### config.mk
export PLATFORM = sky130hd
export DESIGN_NAME = fp32_mul
export DESIGN_NICKNAME = d
export VERILOG_FILES = /design/src/rtl/fpm_pkg.sv /design/src/rtl/fpm_limb_mult.sv /design/src/rtl/fpm_round_rne.sv /design/src/rtl/fpm_pack.sv /design/src/rtl/fp32_mul.sv
export SDC_FILE = /design/constraint.sdc
export NUM_CORES = 2
export LEC_CHECK = 0
export BUFFER_PORTS_ARGS = -buffer_cell sky130_fd_sc_hd__buf_2
export CORE_UTILIZATION = 54
export DETAILED_ROUTE_END_ITERATION = 8
export HOLD_SLACK_MARGIN = 0.08
export PLACE_DENSITY = 0.71
export SETUP_SLACK_MARGIN = 0.1
export SLEW_MARGIN = 0
export SYNTH_ARGS = -nofsm -noshare
export SYNTH_HDL_FRONTEND = slang
export SYNTH_SLANG_ARGS = --single-unit
### constraint.sdc
create_clock -name clk -period 20.3 [get_ports clk]
set_clock_uncertainty 0.15 [all_clocks]
set_input_delay 1.015 -clock clk [delete_from_list [all_inputs] [get_ports clk]]
set_output_delay 1.015 -clock clk [all_outputs]
set_load 0.01 [all_outputs]
### src/rtl/fpm_pkg.sv
package fpm_pkg;

    localparam int EXP_W   = 8;
    localparam int FRAC_W  = 23;
    localparam int SIG_W   = FRAC_W + 1;
    localparam int WORD_W  = 1 + EXP_W + FRAC_W;
    localparam int BIAS    = (1 << (EXP_W - 1)) - 1;
    localparam int EXP_TOP = (1 << EXP_W) - 1;
    localparam int EXPI_W  = EXP_W + 2;

    typedef struct packed {
        logic              sign;
        logic [EXP_W-1:0]  exp;
        logic [FRAC_W-1:0] frac;
    } fp_word_t;

    typedef struct packed {
        logic              sign;
        logic              zero;
        logic [EXP_W-1:0]  exp;
        logic [SIG_W-1:0]  sig;
    } fp_unpacked_t;

    typedef struct packed {
        logic ovf;
        logic unf;
    } fp_flags_t;

    // zero exponent field is taken as zero; hidden one is restored otherwise
    function automatic fp_unpacked_t fp_unpack(input fp_word_t w);
        fp_unpacked_t u;
        u.sign = w.sign;
        u.zero = (w.exp == '0);
        u.exp  = w.exp;
        u.sig  = {1'b1, w.frac};
        return u;
    endfunction

    function automatic logic signed [EXPI_W-1:0] fp_exp_sum(
        input logic [EXP_W-1:0] ea,
        input logic [EXP_W-1:0] eb
    );
        logic signed [EXPI_W-1:0] s;
        s = $signed({2'b00, ea}) + $signed({2'b00, eb}) - $signed(EXPI_W'(BIAS));
        return s;
    endfunction

endpackage

### src/rtl/fpm_limb_mult.sv
module fpm_limb_mult #(
    parameter int SIG_W  = 24,
    parameter int LIMB_W = 8
) (
    input  logic [SIG_W-1:0]   a,
    input  logic [SIG_W-1:0]   b,
    output logic [2*SIG_W-1:0] prod
);
    localparam int LIMBS = (SIG_W + LIMB_W - 1) / LIMB_W;
    localparam int PAD_W = LIMBS * LIMB_W;
    localparam int ACC_W = 2 * PAD_W;

    logic [PAD_W-1:0]    a_pad;
    logic [PAD_W-1:0]    b_pad;
    logic [2*LIMB_W-1:0] pp [LIMBS][LIMBS];
    logic [ACC_W-1:0]    acc;

    assign a_pad = PAD_W'(a);
    assign b_pad = PAD_W'(b);

    for (genvar i = 0; i < LIMBS; i++) begin : g_row
        for (genvar j = 0; j < LIMBS; j++) begin : g_col
            assign pp[i][j] = a_pad[i*LIMB_W +: LIMB_W] * b_pad[j*LIMB_W +: LIMB_W];
        end
    end

    // sum diagonal by diagonal: limb pair (i,j) carries weight 2^((i+j)*LIMB_W)
    always_comb begin
        acc = '0;
        for (int d = 0; d <= 2 * (LIMBS - 1); d++) begin
            for (int i = 0; i < LIMBS; i++) begin
                if (d - i >= 0 && d - i < LIMBS) begin
                    acc = acc + (ACC_W'(pp[i][d-i]) << (d * LIMB_W));
                end
            end
        end
    end

    assign prod = acc[2*SIG_W-1:0];

endmodule

### src/rtl/fpm_round_rne.sv
module fpm_round_rne #(
    parameter int SIG_W  = 24,
    parameter int EXPI_W = 10
) (
    input  logic [2*SIG_W-1:0]       prod,
    input  logic signed [EXPI_W-1:0] exp_in,
    output logic [SIG_W-2:0]         frac_out,
    output logic signed [EXPI_W-1:0] exp_out
);
    localparam int P = 2 * SIG_W;

    logic             top;
    logic [SIG_W-1:0] kept_hi, kept_lo, kept;
    logic             guard_hi, guard_lo, guard;
    logic             sticky_hi, sticky_lo, sticky;
    logic             up;
    logic [SIG_W:0]   summed;
    logic             carry;

    assign top       = prod[P-1];
    assign kept_hi   = prod[P-1 -: SIG_W];
    assign guard_hi  = prod[P-SIG_W-1];
    assign sticky_hi = |prod[P-SIG_W-2:0];
    assign kept_lo   = prod[P-2 -: SIG_W];
    assign guard_lo  = prod[P-SIG_W-2];
    assign sticky_lo = |prod[P-SIG_W-3:0];

    always_comb begin
        kept   = top ? kept_hi   : kept_lo;
        guard  = top ? guard_hi  : guard_lo;
        sticky = top ? sticky_hi : sticky_lo;
        up     = guard & (sticky | kept[0]);
        summed = {1'b0, kept} + (SIG_W+1)'(up);
        carry  = summed[SIG_W];
        frac_out = carry ? summed[SIG_W-1:1] : summed[SIG_W-2:0];
        exp_out  = exp_in + $signed(EXPI_W'(top)) + $signed(EXPI_W'(carry));
    end

endmodule

### src/rtl/fpm_pack.sv
module fpm_pack
    import fpm_pkg::*;
(
    input  logic                     sign,
    input  logic                     zero,
    input  logic signed [EXPI_W-1:0] exp_in,
    input  logic [FRAC_W-1:0]        frac_in,
    output fp_word_t                 word,
    output fp_flags_t                flags
);
    always_comb begin
        flags     = '0;
        word.sign = sign;
        word.exp  = exp_in[EXP_W-1:0];
        word.frac = frac_in;
        if (zero) begin
            word.exp  = '0;
            word.frac = '0;
        end else if (exp_in >= $signed(EXPI_W'(EXP_TOP))) begin
            flags.ovf = 1'b1;
            word.exp  = '1;
            word.frac = '0;
        end else if (exp_in <= $signed(EXPI_W'(0))) begin
            flags.unf = 1'b1;
            word.exp  = '0;
            word.frac = '0;
        end
    end

endmodule

### src/rtl/fp32_mul.sv
module fp32_mul
    import fpm_pkg::*;
#(
    parameter int LIMB_W = 8
) (
    input  logic              clk,
    input  logic              rst,
    input  logic              valid_in,
    input  logic [WORD_W-1:0] op_a,
    input  logic [WORD_W-1:0] op_b,
    output logic              valid_out,
    output logic [WORD_W-1:0] result,
    output logic              ovf,
    output logic              unf
);
    fp_unpacked_t             ua, ub;
    logic                     sign_c;
    logic                     zero_c;
    logic signed [EXPI_W-1:0] exp_c;
    logic [2*SIG_W-1:0]       prod_c;
    logic [FRAC_W-1:0]        frac_r;
    logic signed [EXPI_W-1:0] exp_r;
    fp_word_t                 word_c;
    fp_flags_t                flags_c;

    assign ua     = fp_unpack(fp_word_t'(op_a));
    assign ub     = fp_unpack(fp_word_t'(op_b));
    assign sign_c = ua.sign ^ ub.sign;
    assign zero_c = ua.zero | ub.zero;
    assign exp_c  = fp_exp_sum(ua.exp, ub.exp);

    fpm_limb_mult #(.SIG_W(SIG_W), .LIMB_W(LIMB_W)) i_mult (
        .a    (ua.sig),
        .b    (ub.sig),
        .prod (prod_c)
    );

    fpm_round_rne #(.SIG_W(SIG_W), .EXPI_W(EXPI_W)) i_round (
        .prod     (prod_c),
        .exp_in   (exp_c),
        .frac_out (frac_r),
        .exp_out  (exp_r)
    );

    fpm_pack i_pack (
        .sign    (sign_c),
        .zero    (zero_c),
        .exp_in  (exp_r),
        .frac_in (frac_r),
        .word    (word_c),
        .flags   (flags_c)
    );

    always_ff @(posedge clk) begin
        if (rst) begin
            valid_out <= 1'b0;
            result    <= '0;
            ovf       <= 1'b0;
            unf       <= 1'b0;
        end else begin
            valid_out <= valid_in;
            if (valid_in) begin
                result <= word_c;
                ovf    <= flags_c.ovf;
                unf    <= flags_c.unf;
            end
        end
    end

endmodule

# After elaboration in Yosys (flattened, before gate mapping)
# Index checks and enable logic that the tools add are counted.
word_totals:
  regBits: 35
  out_inout_bits: 35
  wordCells: 47
classes:
  n_addsub: 13
  multipliers: 9
  n_lt_le_gt_ge: 2
  mux: 11
  n_bitwise: 4
  n_reduce_logical: 4
ops:
  columns: ["op", "count"]
  rows:
  - ["$add 48x32->48", 3]
  - ["$mul 8x8->16", 9]
  - ["$add 48x40->48", 2]
  - ["$mux 31", 3]
  - ["$add 48x24->48", 1]
  - ["$add 48x48->48", 1]
  - ["$add 16x24->25", 1]
  - ["$add 24x1->25", 1]
  - ["$mux 24", 1]
  - ["$mux 23", 1]
  - ["$reduce_or 23->1", 1]
  - ["$reduce_or 22->1", 1]
  - ["$add 10x2->10", 2]
  - ["$logic_not 8->1", 2]
  - ["$ge 10x9->1 const B", 1]
  - ["$le 10x1->1 const B", 1]
  - ["$sub 9x7->10 const B", 1]
  - ["$add 8x8->9", 1]
  - ["$mux 1", 5]
  - ["$mux 2", 1]
  - ["$or 1x1->1", 2]
  - ["$and 1x1->1", 1]
  - ["$xor 1x1->1", 1]

# Logic depth before layout (Yosys ltp)
logic_depth:
  word_depth: 19
  depth_mapped: 64
  ltp_nobuf: 59

# Hierarchy
# A second synthesis with hierarchy kept.
unflattened:
  cells_unflattened: 3119
  hier_area_um2: 26447.9
by_module_without_submodules:
  columns: ["mod", "n_inst", "cells_per_inst", "area_each_um2", "seq_area_each_um2"]
  rows:
  - ["fpm_limb_mult", 1, 2644, 22635.5, 0.0]
  - ["fp32_mul", 1, 172, 1699.1, 700.7]
  - ["fpm_round_rne", 1, 226, 1544.0, 0.0]
  - ["fpm_pack", 1, 77, 569.3, 0.0]

# Least setup slack after synthesis
# Ideal clock, no wire load.
synth_timing:
  kind: "in2reg"
  start: "input port op_a[3]"
  end: "register result[11]"
  setup_ps: 117
  t_arrival_ps: 14713
  required_time_ps: 20033
  setup_slack_ps: 5320
  cell_stages: 59
  path_buffers: 6
  cell_sequence: "clkbuf_1 -> and2_1 -> fa_1 -> fa_1 -> inv_1 -> fa_1 -> fa_1 -> inv_1 -> ha_1 -> xnor2_1 -> fa_1 -> ha_1 -> ha_1 -> or2_2 -> a21oi_1 -> a21oi_1 -> a221o_1 -> nand2_1 -> [... 23 more ...] -> o21ai_0 -> or4_1 -> nor2_1 -> fa_1 -> fa_1 -> a21o_1 -> a21oi_1 -> o21bai_1 -> a21oi_1 -> o21bai_1 -> a21oi_1 -> xnor2_1 -> or4_1 -> and2_1 -> and3_1 -> buf_2 -> nor2b_1 -> a32o_1"
synth_via:
  elab_chain_cells: 19
synth_rtl:
  columns: ["element", "line", "rtl"]
  rows:
  - ["from (decl)", "fp32_mul.sv:9", "input logic [WORD_W-1:0] op_a,"]
  - ["$mul 8x8->16", "fpm_limb_mult.sv:23", "assign pp[i][j] = a_pad[i*LIMB_W +: LIMB_W] * b_pad[j*LIMB_W +: LIMB_W];"]
  - ["$add 16x24->25", "fpm_limb_mult.sv:33", "acc = acc + (ACC_W'(pp[i][d-i]) << (d * LIMB_W));"]
  - ["$add 48x24->48", "fpm_limb_mult.sv:33", null]
  - ["$add 48x32->48 * (3 in series)", "fpm_limb_mult.sv:33", null]
  - ["$add 48x40->48 * (2 in series)", "fpm_limb_mult.sv:33", null]
  - ["$add 48x48->48 *", "fpm_limb_mult.sv:33", null]
  - ["$reduce_or 23->1 / $reduce_or 22->1 (equally long branches)", "fpm_round_rne.sv:23, fpm_round_rne.sv:26", null]
  - ["$mux 1", "fpm_round_rne.sv:31", "sticky = top ? sticky_hi : sticky_lo;"]
  - ["$or 1x1->1", "fpm_round_rne.sv:32", "up = guard & (sticky | kept[0]);"]
  - ["$and 1x1->1", "fpm_round_rne.sv:32", null]
  - ["$add 24x1->25", "fpm_round_rne.sv:33", "summed = {1'b0, kept} + (SIG_W+1)'(up);"]
  - ["$add 10x2->10", "fpm_round_rne.sv:36", "exp_out = exp_in + $signed(EXPI_W'(top)) + $signed(EXPI_W'(carry));"]
  - ["$le 10x1->1", "fpm_pack.sv:23", "end else if (exp_in <= $signed(EXPI_W'(0))) begin"]
  - ["$mux 31", "fpm_pack.sv:23", null]
  - ["$mux 31 *", "fpm_pack.sv:19", "end else if (exp_in >= $signed(EXPI_W'(EXP_TOP))) begin"]
  - ["$mux 31 *", "fpm_pack.sv:16", "if (zero) begin"]
  - ["to (signal assigned)", "fp32_mul.sv:63", "result <= word_c;"]
  - ["to (decl)", "fp32_mul.sv:12", "output logic [WORD_W-1:0] result,"]
# Mark *: on every way between the ends. The rest lies on a longest branch, timed or not.
# A chain may end at the register's enable or synchronous reset.

# Worst setup path after layout
layout_timing:
  start: "input port op_a[3]"
  end: "register result[13]"
# The elaborated chain is that of the path after synthesis.

==> results.md <==
* Status: finished, final reports clean
* Detailed Place HPWL at 53100 µm
* Post-CTS resize count at 0
* Num Clock Sinks at 35
* Final Hold Fails at 0
* Worst-Margin Slew at 1.27 ns
* DR iter-0 viols at 1113
* # rows at 79
* Async S/R FF share, synth at 0%
* Worst-path fanout max at 32
* Number of global-route vias before repair at 22000
* Routed met1 length at 28500 µm
* IO Count at 102
* Multi-input gate area at 22400 µm²
* Commonest cells after routing, fill and taps aside: 611 x inv_1, 434 x ha_1, 391 x fa_1, 352 x and2_1, 279 x nand2_1
* Kind of critical path: primary input to flip-flop
* Final setup violation count at 0
* Final Core Density at 57.3%
* Slew Limit Fails at 0
* Min-Delay Path Class: flip-flop to flip-flop
* Max incr delay on CP at 0.59 ns
* Setup_tns at 0 ns
* Share of cells above drive strength 1 at 4.80%
* Final ANT Viol Nets at 0
* Synth area leader: fa_1
* Most used cell, CP: fa_1
* Met3 Routed Length at 3480 µm
* Area Growth Syn to Fin at 3.86%
* DIE AREA at 48900 µm²
* Largest net degree at the start of global routing at 33
* Top FF cell, synth: dfxtp_1
* Commonest non-fill, non-tap cell in the layout: inv_1
* Slowest stage cell, crit path: nor3_1
* Seq. cell area at 701 µm²
* Chip Height at 221 µm
* Routed len/inst at 17.6 µm
* Delay-heaviest family, CP: adder cells
* CP Data Arrival Time at 16.30 ns
* Clock Latency Late Sink at 0.28 ns
* Final wirelength at 65200 µm
* Startpoint Class: primary input
* RSZ-0062 raised after global routing: no
* Worst setup margin at 4.03 ns
* EDFF count, synth at 0
* Drt first pass iters at 6
* Total of max-cap violations at 0
* CP Capture Type: flip-flop
* Period utilization at 80.2%
* H-tree depth at 2
* Initial core utilization at 55.2%
* Max Used Layer: met4
* Antenna violations before repair at 0
* CTS tree: built
* FMAX at 61.4 MHz
* Gr usage total at 27.3%
* Max clock buf depth at 2
* Yosys reg bits at 35
* Core box area at 47000 µm²
* CTS buffer count at 5
* Port bufs at 101
* First-pass GRT wire length at 109000 µm
* Mean post-synth cell area at 8.35 µm²
* Count of cell types in the netlist at 87
* Pre-CTS WS at 3.75 ns
* Rel. slew slack at 14.6%
* Register clock-pin slew on the reported worst setup and hold paths at 0.05 ns
* CTS Root Cell: clkbuf_16
* Req. time, crit path at 20.32 ns
* GP Congestion at 0.893
* Residual DRC at 0
* Vias at 20900
* Routed wire length on met2 at 31500 µm
* Postcts setup bufs at 0
* Vias per cell at 5.63
* Syn Nets at 3998
* Gr ovfl total at 0
* Synth top area share at 30.2%
* Tmin final at 16.27 ns
* # fillers at 4243
* Synthesized area at 25900 µm²
* Chip Width at 221 µm
* Synth warnings at 0
* Post-synthesis sequential area ratio at 2.70%
* Cts hold-fix bufs at 0
* Largest cells by area after synthesis: fa_1 30%, ha_1 21%, inv_1 8.8%
* Cells after synthesis at 3106
* Buffers & Inverters on Critical Path at 7
* Nets@finish at 3996
## synthesized netlist by cell type (10+ instances only)
library cell	count
ha_1	434
and3_1	15
fa_1	391
o211ai_1	19
nor3_1	31
dfxtp_1	35
inv_1	611
xor2_1	43
nand2_1	279
nor4_1	10
nor2b_1	22
and2_1	352
o21bai_1	37
nand2b_1	21
nor2_1	85
o21a_1	16
a21o_1	29
or3_1	13
a21oi_1	140
xnor2_1	110
nand4_1	13
clkbuf_1	106
mux2i_1	13
o21ai_0	80
nand3_1	23
or2_2	10
## final cells by class
cell class                 instances  share of cell area (%)
inverter                         612                    8.53
antenna                            1                 0.00929
tap                              607                    2.82
clock inverter                     1                  0.0186
clock buffer                       6                   0.516
multi-input combinational       2340                    83.4
timing repair buffer             110                    2.13
sequential                        35                    2.60
## worst reg2reg max path: cells and delay by family (launching register included)
kind,cells,cell delay (ns)
AO/OA/AOI/OAI,2,0.22
flip-flops,1,0.33
AND/OR/NAND/NOR,1,0.17
## stage by stage
step	instances	instance area [µm²]	hold WS [ns]
3_3_place_gp	3704	26800	0.273
6_report	3712	26900	0.283
3_5_place_dp	3704	26800	0.278
2_1_floorplan	3106	25900	0.313
4_1_cts	3711	26900	0.285
5_1_grt	3711	26900	0.312
## registers in the layout, indices dropped and copies added, names as in the netlist
signal and count:
unf 1, valid_out 1, result 32, ovf 1
## kinds of logic (layout without fill, tap and decap cells)
kind of cell / after synthesis / count (layout) / share of synthesized area [%]
buffers and inverters: 731 / 729 / 10.7
DFF: 35 / 35 / 2.70
adders and majority gates: 825 / 825 / 51.1
and+or+nand+nor: 910 / 910 / 18.6
AOI/OAI and AO/OA: 437 / 437 / 11.1
muxes: 15 / 15 / 0.603
xor gates and xnor gates: 153 / 153 / 5.17
other: 0 / 1 / 0
## metal layers
metal	up-vias	global-route usage, %
li1	9873	-
met1	10400	35.9
met2	595	47.9
met3	91	2.30
met4	0	7.83
met5	-	0
## final timing paths
check | start | to | slack [ns] | cells past startpoint
worst max-delay path | op_a[3] | result[13] | 4.03 | 55
worst min-delay path | result[10] | result[10] | 0.28 | 2
worst max register to register | result[17] | result[17] | 19.36 | 3
worst min register to register | result[10] | result[10] | 0.28 | 2
Power is left out: the tool's default activity adds up to more than one toggle a clock period on the data nets, which glitch-free logic cannot reach.
